### config.mk
export PLATFORM = sky130hd
export DESIGN_NAME = accum_alu
export DESIGN_NICKNAME = d
export VERILOG_FILES = /design/src/rtl/accum_alu_pkg.sv /design/src/rtl/accum_alu_addsub.sv /design/src/rtl/accum_alu_logic.sv /design/src/rtl/accum_alu_shift.sv /design/src/rtl/accum_alu_status.sv /design/src/rtl/accum_alu.sv
export SDC_FILE = /design/constraint.sdc
export NUM_CORES = 1
export LEC_CHECK = 0
export BUFFER_PORTS_ARGS = -buffer_cell sky130_fd_sc_hd__buf_4
export CORE_MARGIN = 5
export CORE_UTILIZATION = 45
export DETAILED_ROUTE_END_ITERATION = 10
export MAX_ROUTING_LAYER = met4
export PLACE_DENSITY = 0.7
export RECOVER_POWER = 50
export SLEW_MARGIN = 25
export SYNTH_ARGS = -nofsm -noshare
export SYNTH_HDL_FRONTEND = slang
export SYNTH_SLANG_ARGS = --single-unit
### constraint.sdc
create_clock -name clk -period 3.8 [get_ports clk]
set_input_delay 0.19 -clock clk [delete_from_list [all_inputs] [get_ports clk]]
set_output_delay 0.19 -clock clk [all_outputs]
set_load 0.02 [all_outputs]
### src/rtl/accum_alu_pkg.sv
package accum_alu_pkg;

   localparam int STATUS_W = 8;
   localparam int FLAG_C   = 0;
   localparam int FLAG_Z   = 1;
   localparam int FLAG_I   = 2;
   localparam int FLAG_D   = 3;
   localparam int FLAG_B   = 4;
   localparam int FLAG_U   = 5;
   localparam int FLAG_V   = 6;
   localparam int FLAG_N   = 7;

   typedef enum logic [3:0] {
      OP_ADD  = 4'd0,
      OP_SUB  = 4'd1,
      OP_AND  = 4'd2,
      OP_OR   = 4'd3,
      OP_XOR  = 4'd4,
      OP_CMP  = 4'd5,
      OP_BIT  = 4'd6,
      OP_INC  = 4'd7,
      OP_DEC  = 4'd8,
      OP_SHL  = 4'd9,
      OP_SHR  = 4'd10,
      OP_ROTL = 4'd11,
      OP_ROTR = 4'd12,
      OP_NONE = 4'd15
   } alu_op_e;

   typedef struct packed {
      logic c;
      logic z;
      logic v;
      logic n;
      logic wc;
      logic wz;
      logic wv;
      logic wn;
   } flag_upd_t;

endpackage

### src/rtl/accum_alu_addsub.sv
module accum_alu_addsub
   import accum_alu_pkg::*;
#(
   parameter int W            = 8,
   parameter bit RIPPLE_ADDER = 1'b0
) (
   input  alu_op_e        op,
   input  logic [W-1:0]   a,
   input  logic [W-1:0]   m,
   input  logic           cin,
   output logic [W-1:0]   res,
   output flag_upd_t      upd
);

   logic [W-1:0] b_eff;
   logic         c_eff;
   logic [W:0]   sum;

   always_comb begin
      case (op)
         OP_SUB:  begin b_eff = ~m;          c_eff = cin;  end
         OP_CMP:  begin b_eff = ~m;          c_eff = 1'b1; end
         OP_INC:  begin b_eff = '0;          c_eff = 1'b1; end
         OP_DEC:  begin b_eff = '1;          c_eff = 1'b0; end
         default: begin b_eff = m;           c_eff = cin;  end
      endcase
   end

   generate
      if (RIPPLE_ADDER) begin : g_ripple
         logic [W:0]   cc;
         logic [W-1:0] ss;
         assign cc[0] = c_eff;
         for (genvar i = 0; i < W; i++) begin : g_bit
            assign ss[i]   = a[i] ^ b_eff[i] ^ cc[i];
            assign cc[i+1] = (a[i] & b_eff[i]) | (cc[i] & (a[i] ^ b_eff[i]));
         end
         assign sum = {cc[W], ss};
      end else begin : g_behav
         assign sum = {1'b0, a} + {1'b0, b_eff} + {{W{1'b0}}, c_eff};
      end
   endgenerate

   assign res = sum[W-1:0];

   always_comb begin
      upd.c  = sum[W];
      upd.z  = (sum[W-1:0] == '0);
      upd.n  = sum[W-1];
      upd.v  = (a[W-1] == b_eff[W-1]) && (sum[W-1] != a[W-1]);
      upd.wc = (op == OP_ADD) || (op == OP_SUB) || (op == OP_CMP);
      upd.wv = (op == OP_ADD) || (op == OP_SUB);
      upd.wz = 1'b1;
      upd.wn = 1'b1;
   end

endmodule

### src/rtl/accum_alu_logic.sv
module accum_alu_logic
   import accum_alu_pkg::*;
#(
   parameter int W = 8
) (
   input  alu_op_e        op,
   input  logic [W-1:0]   a,
   input  logic [W-1:0]   m,
   output logic [W-1:0]   res,
   output flag_upd_t      upd
);

   logic [W-1:0] conj;
   assign conj = a & m;

   always_comb begin
      case (op)
         OP_OR:   res = a | m;
         OP_XOR:  res = a ^ m;
         OP_BIT:  res = a;
         default: res = conj;
      endcase
   end

   always_comb begin
      upd.c  = 1'b0;
      upd.wc = 1'b0;
      upd.wz = 1'b1;
      upd.wn = 1'b1;
      if (op == OP_BIT) begin
         upd.z  = (conj == '0);
         upd.n  = m[W-1];
         upd.v  = m[W-2];
         upd.wv = 1'b1;
      end else begin
         upd.z  = (res == '0);
         upd.n  = res[W-1];
         upd.v  = 1'b0;
         upd.wv = 1'b0;
      end
   end

endmodule

### src/rtl/accum_alu_shift.sv
module accum_alu_shift
   import accum_alu_pkg::*;
#(
   parameter int W = 8
) (
   input  alu_op_e        op,
   input  logic [W-1:0]   a,
   input  logic           cin,
   output logic [W-1:0]   res,
   output flag_upd_t      upd
);

   logic left;
   logic fill;

   always_comb begin
      left = (op == OP_SHL) || (op == OP_ROTL);
      fill = ((op == OP_ROTL) || (op == OP_ROTR)) ? cin : 1'b0;
      res  = left ? {a[W-2:0], fill} : {fill, a[W-1:1]};
   end

   always_comb begin
      upd.c  = left ? a[W-1] : a[0];
      upd.z  = (res == '0);
      upd.n  = res[W-1];
      upd.v  = 1'b0;
      upd.wc = 1'b1;
      upd.wz = 1'b1;
      upd.wv = 1'b0;
      upd.wn = 1'b1;
   end

endmodule

### src/rtl/accum_alu_status.sv
module accum_alu_status
   import accum_alu_pkg::*;
#(
   parameter logic [STATUS_W-1:0] RESET_VALUE = 8'h34
) (
   input  logic                clk,
   input  logic                rst_n,
   input  logic [STATUS_W-1:0] upd_val,
   input  logic [STATUS_W-1:0] upd_we,
   input  logic [STATUS_W-1:0] set_mask,
   input  logic [STATUS_W-1:0] clr_mask,
   output logic [STATUS_W-1:0] q
);

   generate
      for (genvar i = 0; i < STATUS_W; i++) begin : g_flag
         logic nxt;
         always_comb begin
            nxt = upd_we[i] ? upd_val[i] : q[i];
            if (clr_mask[i]) nxt = 1'b0;
            if (set_mask[i]) nxt = 1'b1;
         end
         always_ff @(posedge clk or negedge rst_n) begin
            if (!rst_n) q[i] <= RESET_VALUE[i];
            else        q[i] <= nxt;
         end
      end
   endgenerate

   // a set bit is one after the edge
   a_r12_set_wins: assert property (@(posedge clk) disable iff (!rst_n)
      (set_mask != '0) |=> ((q & $past(set_mask)) == $past(set_mask)));

   // a cleared bit without a set is zero after the edge
   a_r12_clear: assert property (@(posedge clk) disable iff (!rst_n)
      ((clr_mask & ~set_mask) != '0) |=> ((q & $past(clr_mask & ~set_mask)) == '0));

   // control bits 2..5 hold without set or clear
   a_r12_ctrl_hold: assert property (@(posedge clk) disable iff (!rst_n)
      (set_mask == '0 && clr_mask == '0) |=> (q[FLAG_U:FLAG_I] == $past(q[FLAG_U:FLAG_I])));

endmodule

### src/rtl/accum_alu.sv
module accum_alu
   import accum_alu_pkg::*;
#(
   parameter int                  W            = 8,
   parameter bit                  RIPPLE_ADDER = 1'b0,
   parameter logic [STATUS_W-1:0] RESET_VALUE  = 8'h34
) (
   input  logic                clk,
   input  logic                rst_n,
   input  logic [3:0]          op_i,
   input  logic                valid_i,
   input  logic [W-1:0]        reg_a_i,
   input  logic [W-1:0]        mem_i,
   input  logic [STATUS_W-1:0] flag_set_i,
   input  logic [STATUS_W-1:0] flag_clr_i,
   output logic [W-1:0]        result_o,
   output logic [STATUS_W-1:0] status_o
);

   generate
      if (W < 3) begin : g_bad_width
         $error("accum_alu: W must be at least 3");
      end
   endgenerate

   alu_op_e      op;
   logic         carry_q;
   logic [W-1:0] as_res, lg_res, sh_res;
   flag_upd_t    as_upd, lg_upd, sh_upd, sel_upd;

   assign op      = alu_op_e'(op_i);
   assign carry_q = status_o[FLAG_C];

   accum_alu_addsub #(.W(W), .RIPPLE_ADDER(RIPPLE_ADDER)) u_addsub (
      .op(op), .a(reg_a_i), .m(mem_i), .cin(carry_q), .res(as_res), .upd(as_upd));

   accum_alu_logic #(.W(W)) u_logic (
      .op(op), .a(reg_a_i), .m(mem_i), .res(lg_res), .upd(lg_upd));

   accum_alu_shift #(.W(W)) u_shift (
      .op(op), .a(reg_a_i), .cin(carry_q), .res(sh_res), .upd(sh_upd));

   always_comb begin
      sel_upd  = '0;
      result_o = reg_a_i;
      case (op)
         OP_ADD, OP_SUB, OP_INC, OP_DEC: begin
            result_o = as_res;
            sel_upd  = as_upd;
         end
         OP_CMP: begin
            sel_upd  = as_upd;
         end
         OP_AND, OP_OR, OP_XOR, OP_BIT: begin
            result_o = lg_res;
            sel_upd  = lg_upd;
         end
         OP_SHL, OP_SHR, OP_ROTL, OP_ROTR: begin
            result_o = sh_res;
            sel_upd  = sh_upd;
         end
         default: begin
            result_o = reg_a_i;
            sel_upd  = '0;
         end
      endcase
   end

   logic [STATUS_W-1:0] upd_val, upd_we;

   always_comb begin
      upd_val         = '0;
      upd_we          = '0;
      upd_val[FLAG_C] = sel_upd.c;
      upd_val[FLAG_Z] = sel_upd.z;
      upd_val[FLAG_V] = sel_upd.v;
      upd_val[FLAG_N] = sel_upd.n;
      upd_we[FLAG_C]  = valid_i & sel_upd.wc;
      upd_we[FLAG_Z]  = valid_i & sel_upd.wz;
      upd_we[FLAG_V]  = valid_i & sel_upd.wv;
      upd_we[FLAG_N]  = valid_i & sel_upd.wn;
   end

   accum_alu_status #(.RESET_VALUE(RESET_VALUE)) u_status (
      .clk(clk), .rst_n(rst_n), .upd_val(upd_val), .upd_we(upd_we),
      .set_mask(flag_set_i), .clr_mask(flag_clr_i), .q(status_o));

   logic no_force;
   assign no_force = (flag_set_i == '0) && (flag_clr_i == '0);

   // without valid and masks the status byte holds
   a_r11_hold: assert property (@(posedge clk) disable iff (!rst_n)
      (!valid_i && no_force) |=> $stable(status_o));

   // logical shift right leaves negative clear
   a_r8_shr_neg: assert property (@(posedge clk) disable iff (!rst_n)
      (valid_i && no_force && op == OP_SHR) |=> !status_o[FLAG_N]);

   // compare keeps overflow
   a_r5_cmp_keeps_v: assert property (@(posedge clk) disable iff (!rst_n)
      (valid_i && no_force && op == OP_CMP) |=> (status_o[FLAG_V] == $past(status_o[FLAG_V])));

   // bit test copies the operand's top bits
   a_r6_bit_copy: assert property (@(posedge clk) disable iff (!rst_n)
      (valid_i && no_force && op == OP_BIT) |=>
         (status_o[FLAG_V] == $past(mem_i[W-2]) && status_o[FLAG_N] == $past(mem_i[W-1])));

   // increment and decrement keep carry
   a_r7_keep_c: assert property (@(posedge clk) disable iff (!rst_n)
      (valid_i && no_force && (op == OP_INC || op == OP_DEC)) |=>
         (status_o[FLAG_C] == $past(status_o[FLAG_C])));

   // unused codes change no flag
   a_r10_idle_op: assert property (@(posedge clk) disable iff (!rst_n)
      (valid_i && no_force && op_i > 4'd12) |=> $stable(status_o));

endmodule

# == Word level (Yosys, flattened, before mapping) ==
# Index checks and enable logic that the tools add are counted.
# op_classes
addsub,2
eq_ne,14
n_mux,30
bitwise_logic,8
n_reduce_logical,24
# op_table
operator,count
$pmux 8 s3,4
$logic_not 8->1,4
$mux 1,23
$eq 4x4->1 const B,5
$eq 4x3->1 const B,4
$reduce_bool 3->1,4
$reduce_or 4->1,3
$add 8x8->9,1
$add 9x1->9,1
$and 8x8->8,1
$eq 4x2->1 const B,2
$mux 8,1
$not 8->8,1
$or 8x8->8,1
$reduce_bool 2->1,4
$xor 8x8->8,1
$reduce_or 5->1,1
$and 1x1->1,4
$eq 4x1->1 const B,1
$logic_not 4->1,1
$logic_or 1x1->1,4
$reduce_or 2->1,2
$mux 3,1
$pmux 1 s2,1
3 further kinds,3
# word_totals
regBits,8
word_cells,86

# == Longest topological paths before layout ==
# Gate-level depths: netlist of the first run.
# logic_depth
word_depth,12
ltp_mapped,16
mapped_depth_nobuf,13

# == Cells and area by module ==
# From an unflattened synthesis of the first run, not the netlist that was laid out.
# unflattened
hier_cells,380
area_unflattened_um2,2869.0
# by_module_without_submodules
module,instances,cells_per_inst,area_each_um2
accum_alu,1,131,899.6
accum_alu_logic,1,98,744.5
accum_alu_addsub,1,99,655.6
accum_alu_status,1,24,344.1
accum_alu_shift,1,28,225.2

# == Least setup slack after synthesis of the first run ==
# OpenSTA, ideal clock, no wires.
# synth_timing
path_type,input-to-output
start,in op_i[3]
end,out result_o[6]
arrival_time_ps,3011
required_time_ps,3610
path_slack_ps,599
cell_stages,16
path_buffers,4
path_cell_list,buf_2 > buf_2 > nand2b_1 > clkbuf_1 > clkbuf_1 > a21oi_1 > o21ai_0 > fa_1 > inv_1 > fa_1 > nor2b_1 > o21a_1 > o21ai_0 > a21oi_1 > a211oi_1 > a221o_1
# synth_via
elab_chain_cells,6
elab_cells_between_ends,26
cone_classes,2 x add/sub; 12 x eq/ne; 5 x mux; 7 x reduce/logical
# synth_lines
item,line_no,source
start: declaration,accum_alu.sv:10,"input logic [3:0] op_i,"
$eq 4x3->1 or $eq 4x1->1 (tied branches),"accum_alu_addsub.sv:20, accum_alu.sv:46",
$reduce_or 2->1 (no source line),n/a,
$pmux 8 s3,accum_alu_addsub.sv:20,case (op)
$add 8x8->9,accum_alu_addsub.sv:40,"assign sum = {1'b0, a} + {1'b0, b_eff} + {{W{1'b0}}, c_eff};"
$add 9x1->9,accum_alu_addsub.sv:40,
$pmux 8 s3 (*),accum_alu.sv:46,case (op)
end: declaration,accum_alu.sv:16,"output logic [W-1:0] result_o,"
# Every way passes the cells marked *; elsewhere a longest branch is shown, timed or not.

# == Worst setup path in the final report of the first run ==
# layout_timing
start,in op_i[0]
end,out result_o[6]
# The elaborated chain is that of the path after synthesis.

==> flow_summary.ini, run 1 <==
[clock_network]
cts.repair.resized = 0
cts_made_buffers = 3
clk_latency_ns = 0.23
clkTransAtPathRegs_ns = 0.04
root_buffer = sky130_fd_sc_hd__clkbuf_8
post_cts.repair.setup_buffers = 0
h-tree-depth = 1
max-clock-path-buffers = 2
cts.sink_count = 8
cts_tree = built
holdBufCountCts = 1

[global_route]
antenna_found_initial = 0
grt-ovfl-total = 0
maximum_number_of_pins_on_one_net_before_global_route_repair = 31
grt_first_pass_wirelength_um = 11700
vias_in_the_first_global_route = 2324
global_route.usage.total = 0.242

[sta]
slew_viol_final = 0
grt_setup_unrepaired = false
final.period_utilization = 0.903
period_needed_ns = 3.43
timing_hold_violations_final = 0
worst_hold_slack_ns = 0.144
setup-tns-final_ns = 0
tightest_pin_transition_ns = 0.746
timing.max_slew.rel_slack = 0.500
fin_skew_ns = 0.00158
final-setup-viol-count = 0
fmax_mhz = 291

[logic_synthesis]
post_synth_inst_count = 293
netlist_area_um2 = 2100
synth_enable_flop_cells = 0
most_instantiated_flip_flop_cell_in_the_synthesis_netlist = sky130_fd_sc_hd__dfrtp_1
avgSynthCellArea_um2 = 7.17
yosys_warnings = 0
yosysUniqueCellTypes = 61
asyncSetResetFlopFracSynth = 1.00
synth_nets = 357
seq_area_frac_synth = 0.0971
synth.ff_latch_count = 8

[worst_setup_path]
crit_path_start_kind = input pin
endpoint_kind = output pin
timing.critical_path.buf_inv = 3
cp.arrival_ns = 3.24
setup.worst_path.class = in2out
crit_path_max_fanout = 22
crit_required_ns = 3.61
timing.critical_path.slowest_cell_delay_ns = 0.40
critical_path.top_delay_family = compound AO/OA/AOI/OAI gates
crit_slowest_cell = sky130_fd_sc_hd__fa_1
reg2reg_setup_slack_ns = 0.89
series_of_cell_instances_along_the_critical_path = buf_4 > nor2_2 > and2_1 > a21oi_1 > o21ai_0 > fa_1 > inv_1 > fa_1 > nor2b_1 > o21a_1 > o21ai_0 > a21oi_1 > a211oi_1 > a221o_1 > buf_4

[min_path]
holdCritPathClass = in2reg

[run_status]
outcome = finished, final reports clean

[cells_and_area]
top_register = u_status.q
antennaDiodeCount = 0
registers_with_the_most_flip_flops = u_status.q: 8 flops
final_area_um2 = 2530
layout.filler_cells = 452
register_area_um2 = 204
area_growth_pct = 20.6
post-route-util = 0.570
multi_input_comb_area_um2 = 1700
largest_register_ff_count = 8
final_layout_size_suffix_gt1_frac = 0.190
highest_count_cells_in_the_layout_ignoring_fill_and_taps = sky130_fd_sc_hd__buf_4, sky130_fd_sc_hd__a21oi_1, sky130_fd_sc_hd__inv_1, sky130_fd_sc_hd__nor2_1, sky130_fd_sc_hd__ha_1
mostFrequentLayoutCell = sky130_fd_sc_hd__buf_4
nets = 401

[place]
gp_routability_congestion = 1.01
post_dp_cell_area_um2 = 2490
port_buffers = 54
detailed_place_hpwl_um = 5630

[die]
die_x_um = 78.3
fp.dieArea_um2 = 6130
io_pins = 55
die_height_um = 78.3
initial_standard_cell_utilization_of_the_core = 0.472
placeable_core_region_um2 = 4440
floorplan.rows = 24

[detailed_routing]
route.vias.total = 2463
detail_route.vias_per_cell = 6.35
route.detailed.drc = 0
ant_nets = 0
first_pass_iters = 5
drt_iter0_drc = 226
detail_route.wirelength_um = 7250
post_drt_wl_per_cell_um = 18.7

[job]
max_capacitance_violation_total = 0

[power]
power.density_cell_area_nw_per_um2 = 235
power_leakage_nw = 1.15
power.ir.vdd_worst_mv = 0.0910
-- worst reg2reg max path, cell delays in order, from the launching register on --
cell and delay, ns:
sky130_fd_sc_hd__dfrtp_1 0.48, sky130_fd_sc_hd__inv_1 0.14, sky130_fd_sc_hd__o21a_1 0.20, sky130_fd_sc_hd__a21oi_1 0.16, sky130_fd_sc_hd__fa_1 0.22, sky130_fd_sc_hd__inv_1 0.06, sky130_fd_sc_hd__fa_1 0.40, sky130_fd_sc_hd__nor2b_1 0.13
sky130_fd_sc_hd__o21a_1 0.14, sky130_fd_sc_hd__nor2_1 0.05, sky130_fd_sc_hd__xnor2_1 0.15, sky130_fd_sc_hd__or3_1 0.41, sky130_fd_sc_hd__o41ai_1 0.27
-- kinds of logic (layout without fill, tap and decap cells) --
family	count (synthesis)	in the layout	share of synthesized area
adder cells (fa/ha/maj)	25	25	0.156
AND/OR/NAND/NOR	83	83	0.221
multiplexers	4	4	0.0197
XOR/XNOR	5	5	0.0209
AO/OA/AOI/OAI	122	122	0.391
buffers and inverters	46	89	0.0948
flip-flops	8	8	0.0971
-- metrics by stage --
stage	setup slack, ns	power (mW)	std cells
finish	0.367	0.595	388
global route	0.0929	0.636	388
CTS	0.406	0.598	388
detailed placement	0.416	0.486	383
global placement	0.492	0.482	383
floorplan	0.599	0.348	293
-- Yosys cell counts, types with 3 or more instances --
library cell	count	area (um^2)
sky130_fd_sc_hd__a211oi_1	3	22.5
sky130_fd_sc_hd__a21oi_1	37	185
sky130_fd_sc_hd__nor2b_1	7	43.8
sky130_fd_sc_hd__and2_1	3	18.8
sky130_fd_sc_hd__a221o_1	4	40.0
sky130_fd_sc_hd__ha_1	23	288
sky130_fd_sc_hd__o21ai_0	16	80.1
sky130_fd_sc_hd__o31ai_1	3	22.5
sky130_fd_sc_hd__mux2i_1	3	30.0
sky130_fd_sc_hd__nand2b_1	5	31.3
sky130_fd_sc_hd__o21ai_1	3	15.0
sky130_fd_sc_hd__buf_2	9	45.0
sky130_fd_sc_hd__a22o_1	3	26.3
sky130_fd_sc_hd__nor3_1	19	95.1
sky130_fd_sc_hd__dfrtp_1	5	125
sky130_fd_sc_hd__clkbuf_1	6	22.5
sky130_fd_sc_hd__a22oi_1	3	22.5
sky130_fd_sc_hd__nor2_1	23	86.3
sky130_fd_sc_hd__a21o_1	5	37.5
sky130_fd_sc_hd__a211o_1	3	26.3
sky130_fd_sc_hd__a2bb2oi_1	6	52.6
sky130_fd_sc_hd__o221ai_1	3	26.3
sky130_fd_sc_hd__nand2_1	7	26.3
sky130_fd_sc_hd__o22ai_1	5	31.3
sky130_fd_sc_hd__xnor2_1	5	43.8
sky130_fd_sc_hd__o21a_1	7	52.6
sky130_fd_sc_hd__dfstp_2	3	78.8
sky130_fd_sc_hd__a31oi_1	3	18.8
sky130_fd_sc_hd__nor4_1	3	18.8
sky130_fd_sc_hd__inv_1	27	101
-- layer usage --
layer | share of wire | global-route usage
met5 | 0 | -
met4 | 0.018 | 0.0892
met3 | 0.088 | 0.0286
met2 | 0.47 | 0.390
met1 | 0.42 | 0.310
-- worst paths after layout --
| kind | from | endpoint | cells after the start |
|---|---|---|---|
| min reg2reg | u_status.q[3] | u_status.q[3] | 1 |
| max | op_i[0] | result_o[6] | 15 |
| max in group asynchronous | rst_n | u_status.q[2] | 2 |
| min in group asynchronous | rst_n | u_status.q[1] | 2 |
| min | flag_set_i[3] | u_status.q[3] | 2 |
| max reg2reg | u_status.q[0] | u_status.q[1] | 12 |
-- cell type report --
| cell class | count | share of cell area |
|---|---|---|
| clock buffers | 4 | 0.0178 |
| well taps | 52 | 0.0257 |
| repair buffers | 58 | 0.166 |
| multi-input cells | 239 | 0.670 |
| flip-flops and latches | 8 | 0.0806 |
| inverters | 27 | 0.0400 |
-- report_power, final --
part | leakage, nW | internal, mW | total [mW] | switching (mW)
Clock | 0.0228 | 0.0728 | 0.108 | 0.0349
Sequential | 0.0855 | 0.0941 | 0.100 | 0.00607
Combinational | 1.04 | 0.163 | 0.387 | 0.224
Total | 1.15 | 0.330 | 0.595 | 0.265
No activity file was read; power rests on OpenSTA's default activity.
==> inputs of run 2 (changes only) <==
Settings changed: ABC_AREA set to 1, CORE_ASPECT_RATIO set to 1.2.
==> run 2 against run 1 <==
Net effect:
- maximum frequency rose by 9.5%
- hold slack got worse by 0.034 ns
- cell count rose by 18%
- critical path type unchanged
- critical endpoint is now result_o[4]
==> flow_summary.ini, run 2 <==
[detailed_routing]
post_drt_wl_per_cell_um = 14.3
ant_nets = 0
route.vias.total = 2443
drt_iter0_drc = 95
detail_route.vias_per_cell = 5.35
route.detailed.drc = 0
first_pass_iters = 5
detail_route.wirelength_um = 6540

[logic_synthesis]
netlist_area_um2 = 2000
synth.ff_latch_count = 8
synth_enable_flop_cells = 0
yosysUniqueCellTypes = 35
cell_with_the_most_instances_after_synthesis = sky130_fd_sc_hd__nand2_1
yosys_warnings = 0
synth.largest_area_cell = sky130_fd_sc_hd__nand2_1
avgSynthCellArea_um2 = 5.76
synth_top_cells_by_area = sky130_fd_sc_hd__nand2_1, sky130_fd_sc_hd__ha_1, sky130_fd_sc_hd__inv_1, sky130_fd_sc_hd__nor2_1, sky130_fd_sc_hd__nand3_1
post_synth_inst_count = 347
seq_area_frac_synth = 0.102
synth_top_area_share = 0.163
ys_top_cells_by_count = sky130_fd_sc_hd__nand2_1, sky130_fd_sc_hd__inv_1, sky130_fd_sc_hd__nor2_1
most_instantiated_flip_flop_cell_in_the_synthesis_netlist = sky130_fd_sc_hd__dfrtp_1
synth_nets = 411
asyncSetResetFlopFracSynth = 1.00

[cells_and_area]
antennaDiodeCount = 0
final_layout_size_suffix_gt1_frac = 0.190
register_area_um2 = 204
layoutNonFillerInstCount = 457
largest_register_ff_count = 8
mostFrequentLayoutCell = sky130_fd_sc_hd__nand2_1
nets = 466
highest_count_cells_in_the_layout_ignoring_fill_and_taps = sky130_fd_sc_hd__nand2_1, sky130_fd_sc_hd__inv_1, sky130_fd_sc_hd__buf_4, sky130_fd_sc_hd__nor2_1, sky130_fd_sc_hd__nand3_1
final_area_um2 = 2470
layout.filler_cells = 481
registers_with_the_most_flip_flops = u_status.q: 8 flops
area_growth_pct = 23.6
post-route-util = 0.575
top_register = u_status.q
multi_input_comb_area_um2 = 1500

[min_path]
holdCritPathClass = in2reg

[worst_setup_path]
cp.arrival_ns = 2.95
crit_path_start_kind = input pin
endpoint_kind = output pin
setup.worst_path.class = in2out
crit_path_max_fanout = 9
crit_required_ns = 3.61

[sta]
setup-tns-final_ns = 0
fmax_mhz = 319
fin_ws_ns = 0.665
worst_hold_slack_ns = 0.109
tightest_pin_transition_ns = 1.04
grt_setup_unrepaired = false
period_needed_ns = 3.14
timing.max_slew.rel_slack = 0.309
slew_viol_final = 0
final.period_utilization = 0.825
timing_hold_violations_final = 0
fin_skew_ns = 0.00800
final-setup-viol-count = 0

[global_route]
grt_first_pass_wirelength_um = 10600
vias_in_the_first_global_route = 2324
antenna_found_initial = 0
grt-ovfl-total = 0
global_route.usage.total = 0.225
global_route_layer_with_the_greatest_usage = met2
grt_util_met2 = 0.359
gr-usage-met1 = 0.269
maximum_number_of_pins_on_one_net_before_global_route_repair = 18
groute.layer.met3.usage = 0.0229

[job]
max_capacitance_violation_total = 0

[clock_network]
h-tree-depth = 1
cts_made_buffers = 3
root_buffer = sky130_fd_sc_hd__clkbuf_8
cts.sink_count = 8
cts_tree = built
max-clock-path-buffers = 2
cts.repair.resized = 0
clk_latency_ns = 0.23
clkTransAtPathRegs_ns = 0.05

[die]
floorplan.rows = 26
fp.dieArea_um2 = 5880
die_x_um = 70.9
initial_standard_cell_utilization_of_the_core = 0.466
die_height_um = 83.0
placeable_core_region_um2 = 4290
io_pins = 55

[power]
power_leakage_nw = 1.36
power.density_cell_area_nw_per_um2 = 224
p_total_mw = 0.554
power.ir.vdd_worst_mv = 0.106

[place]
port_buffers = 54
detailed_place_hpwl_um = 5310
post_dp_cell_area_um2 = 2430
preCtsSetupSlack_ns = 0.690
gp_routability_congestion = 0.954
placed_cells_incl_taps = 452

[run_status]
outcome = finished, final reports clean
[run 2: timing repair]
action	in CTS	in global routing
setup buffers	0	0
hold endpoints to repair	8	0
hold buffers	1	0
[run 2: worst paths after layout]
check	from	to	slack [ns]	depth (start not counted)
worst min register to register	u_status.q[2]	u_status.q[2]	0.46	2
worst min-delay path	flag_clr_i[2]	u_status.q[2]	0.11	2
min in group asynchronous	rst_n	u_status.q[7]	0.40	2
max in group asynchronous	rst_n	u_status.q[4]	3.06	2
worst max register to register	u_status.q[0]	u_status.q[1]	1.36	18
worst max-delay path	op_i[3]	result_o[4]	0.66	18
[run 2: where the power goes]
part	leakage (nW)	internal, mW	total, mW	switching, mW
combinational	1.25	0.136	0.349	0.214
sequential	0.0855	0.0933	0.0972	0.00396
clock	0.0228	0.0728	0.107	0.0344
[run 2: layout make-up]
| class | instances | share of cell area |
|---|---|---|
| Multi-Input combinational cell | 266 | 0.607 |
| Timing Repair Buffer | 55 | 0.161 |
| Inverter | 68 | 0.103 |
| Sequential cell | 8 | 0.0825 |
| Tap cell | 56 | 0.0284 |
| Clock buffer | 4 | 0.0182 |
[run 2: per-layer routing]
metal | wire length (um) | up-vias
met5 | 0 | -
met2 | 3020 | 96
met3 | 370 | 28
li1 | - | 1238
met4 | 361 | 0
met1 | 2790 | 1081
[run 2: kinds of logic after synthesis]
family          after synthesis  synth area share
compound gates               58             0.183
xor+xnor                      2           0.00876
flops                         8             0.102
simple gates                181             0.395
buf+inv                      73             0.148
fa+ha+maj                    25             0.164
[run 2: critical path, cell delays in order]
cell,delay [ns]
sky130_fd_sc_hd__buf_4,0.12
sky130_fd_sc_hd__inv_2,0.05
sky130_fd_sc_hd__nand2_2,0.09
sky130_fd_sc_hd__nor2_1,0.09
sky130_fd_sc_hd__a21oi_2,0.31
sky130_fd_sc_hd__nand2_1,0.27
sky130_fd_sc_hd__o22ai_1,0.17
sky130_fd_sc_hd__inv_1,0.08
sky130_fd_sc_hd__fa_1,0.41
sky130_fd_sc_hd__inv_1,0.08
sky130_fd_sc_hd__fa_1,0.19
sky130_fd_sc_hd__inv_1,0.06
sky130_fd_sc_hd__nand3_1,0.06
sky130_fd_sc_hd__nand2_1,0.06
sky130_fd_sc_hd__or2_2,0.28
sky130_fd_sc_hd__nand3_1,0.10
sky130_fd_sc_hd__o2111ai_1,0.13
sky130_fd_sc_hd__buf_4,0.19
==> inputs of run 3 (changes only) <==
Clock period 3.8 ns to 3.2 ns, I/O delays scaled along.
==> run 3 against run 2 <==
Net effect:
- flip-flop and latch count is the same
- wire length shrank 0.37%
- clock skew shrank 0.0032 ns
- critical path depth shrank 1
- design area grew 1.2%
- hold slack lost 0.023 ns
- global-route usage grew 0.36 points
- count of clock-buffer cells in the layout is the same
- total power grew 19%
- sequential power grew 18%
- via count is essentially flat
==> flow_summary.ini, run 3 (synthesized netlist as in run 2, its figures left out) <==
[die]
die_x_um = 70.9
fp.dieArea_um2 = 5880
die_height_um = 83.0
initial_standard_cell_utilization_of_the_core = 0.466
floorplan.rows = 26
placeable_core_region_um2 = 4290
io_pins = 55

[worst_setup_path]
endpoint_kind = output pin
cp-endpoint = result_o[6]
startpoint = op_i[3]
crit_path_start_kind = input pin
worst-r2r-cell-count = 18
series_of_cell_instances_along_the_critical_path = buf_4 > inv_2 > nand2_2 > nor2_1 > a21oi_4 > o22ai_1 > inv_1 > fa_1 > inv_1 > fa_1 > inv_1 > nand4_1 > o211ai_1 > or2_2 > nand3_1 > o2111ai_1 > buf_4
rr_startpoint = u_status.q[0]
crit_slowest_cell = sky130_fd_sc_hd__fa_1
crit_required_ns = 3.04
crit_path_max_fanout = 9
crit_top_cell = sky130_fd_sc_hd__inv_1
critical_path.top_delay_family = simple AND/OR/NAND/NOR gates
timing.critical_path.buf_inv = 6
timing.critical_path.slowest_cell_delay_ns = 0.41
r2r-end = u_status.q[1]
setup.worst_path.class = in2out
worstSetupPathDepth = 17
reg2reg_setup_slack_ns = 0.76
cp.arrival_ns = 2.73

[sta]
timing.max_slew.rel_slack = 0.464
grt_setup_unrepaired = false
slew_viol_final = 0
timing_hold_violations_final = 0
final.period_utilization = 0.904
fmax_mhz = 346
fin_skew_ns = 0.00476
tightest_pin_transition_ns = 0.801
worst_hold_slack_ns = 0.0857
final-setup-viol-count = 0
period_needed_ns = 2.89
setup-tns-final_ns = 0

[place]
detailed_place_hpwl_um = 5410
port_buffers = 54
gp_routability_congestion = 0.971
post_dp_cell_area_um2 = 2460

[detailed_routing]
post_drt_wl_per_cell_um = 14.2
route.top_layer_used = met4
wirelength_met1_um = 2760
met2RoutedLength_um = 3140
ant_nets = 0
detail_route.vias_per_cell = 5.31
detail_route.wirelength_um = 6510
met3RoutedLength_um = 337
route.detailed.drc = 0
drt_iter0_drc = 124
route.vias.total = 2441
first_pass_iters = 4

[min_path]
holdCritPathClass = in2reg

[clock_network]
root_buffer = sky130_fd_sc_hd__clkbuf_8
cts.sink_count = 8
post_cts.repair.setup_buffers = 0
clk_latency_ns = 0.23
cts_tree = built
clkTransAtPathRegs_ns = 0.04
max-clock-path-buffers = 2
cts_made_buffers = 3
h-tree-depth = 1

[power]
power_leakage_nw = 1.38
p_total_mw = 0.659
power.ir.vdd_worst_mv = 0.132
power.density_cell_area_nw_per_um2 = 264

[cells_and_area]
top_register = u_status.q
area_growth_pct = 25.1
registers_with_the_most_flip_flops = u_status.q: 8 flops
highest_count_cells_in_the_layout_ignoring_fill_and_taps = sky130_fd_sc_hd__nand2_1, sky130_fd_sc_hd__inv_1, sky130_fd_sc_hd__buf_4, sky130_fd_sc_hd__nor2_1, sky130_fd_sc_hd__nand3_1
largest_register_ff_count = 8
post-route-util = 0.582
final_layout_size_suffix_gt1_frac = 0.196
mostFrequentLayoutCell = sky130_fd_sc_hd__nand2_1
final_area_um2 = 2500
nets = 469
antennaDiodeCount = 0

[global_route]
maximum_number_of_pins_on_one_net_before_global_route_repair = 18
global_route.usage.total = 0.228
grt-ovfl-total = 0
grt_first_pass_wirelength_um = 10800
antenna_found_initial = 0
vias_in_the_first_global_route = 2351

[job]
max_capacitance_violation_total = 0

[run_status]
outcome = finished, final reports clean
run 3: worst min path at each step:
stage,start,to,slack [ns],cells past startpoint
2_1_floorplan,rst_n,u_status.q[0],-0.14,0
3_3_place_gp,rst_n,u_status.q[6],-0.02,1
3_5_place_dp,rst_n,u_status.q[6],-0.02,1
4_1_cts,flag_clr_i[5],u_status.q[5],0.08,2
5_1_grt,flag_clr_i[2],u_status.q[2],0.08,2
6_report,flag_clr_i[2],u_status.q[2],0.09,2
run 3: layout make-up:
class,count,area [um^2]
Inverter,68,255
Clock buffer,4,45.0
Tap cell,56,70.1
Multi-Input combinational cell,266,1510
Fill cell,464,1790
Sequential cell,8,204
Timing Repair Buffer,58,419
run 3: worst reg2reg max path, delay by kind of cell (launching register included):
family                   cells  cell delay, ns
AND/OR/NAND/NOR             11            0.93
flip-flops                   1            0.41
buffers and inverters        4            0.25
adder cells (fa/ha/maj)      2            0.58
AO/OA/AOI/OAI                1            0.19
run 3: per-stage QoR:
stage / instances / setup slack [ns]
2_1_floorplan: 347 / 0.552
5_1_grt: 460 / 0.0559
3_3_place_gp: 455 / 0.378
3_5_place_dp: 455 / 0.287
4_1_cts: 460 / 0.294
6_report: 460 / 0.306
run 3: routing by layer:
layer  track usage  vias up
li1              -     1248
met1         0.270     1094
met2         0.385       78
met3        0.0302       21
met4        0.0923        0
met5             -        -
run 3: power by group:
part / leakage (nW) / switching (mW) / internal (mW) / total [mW]
Sequential: 0.0855 / 0.00448 / 0.111 / 0.115
Clock: 0.0228 / 0.0383 / 0.0862 / 0.125
Combinational: 1.27 / 0.255 / 0.165 / 0.419
run 3: what timing repair did:
action / CTS / global route
hold buffers: 1 / 0
gates resized for setup: 0 / 1
endpoints found under the setup margin: 0 / 2
hold endpoints to repair: 8 / 0
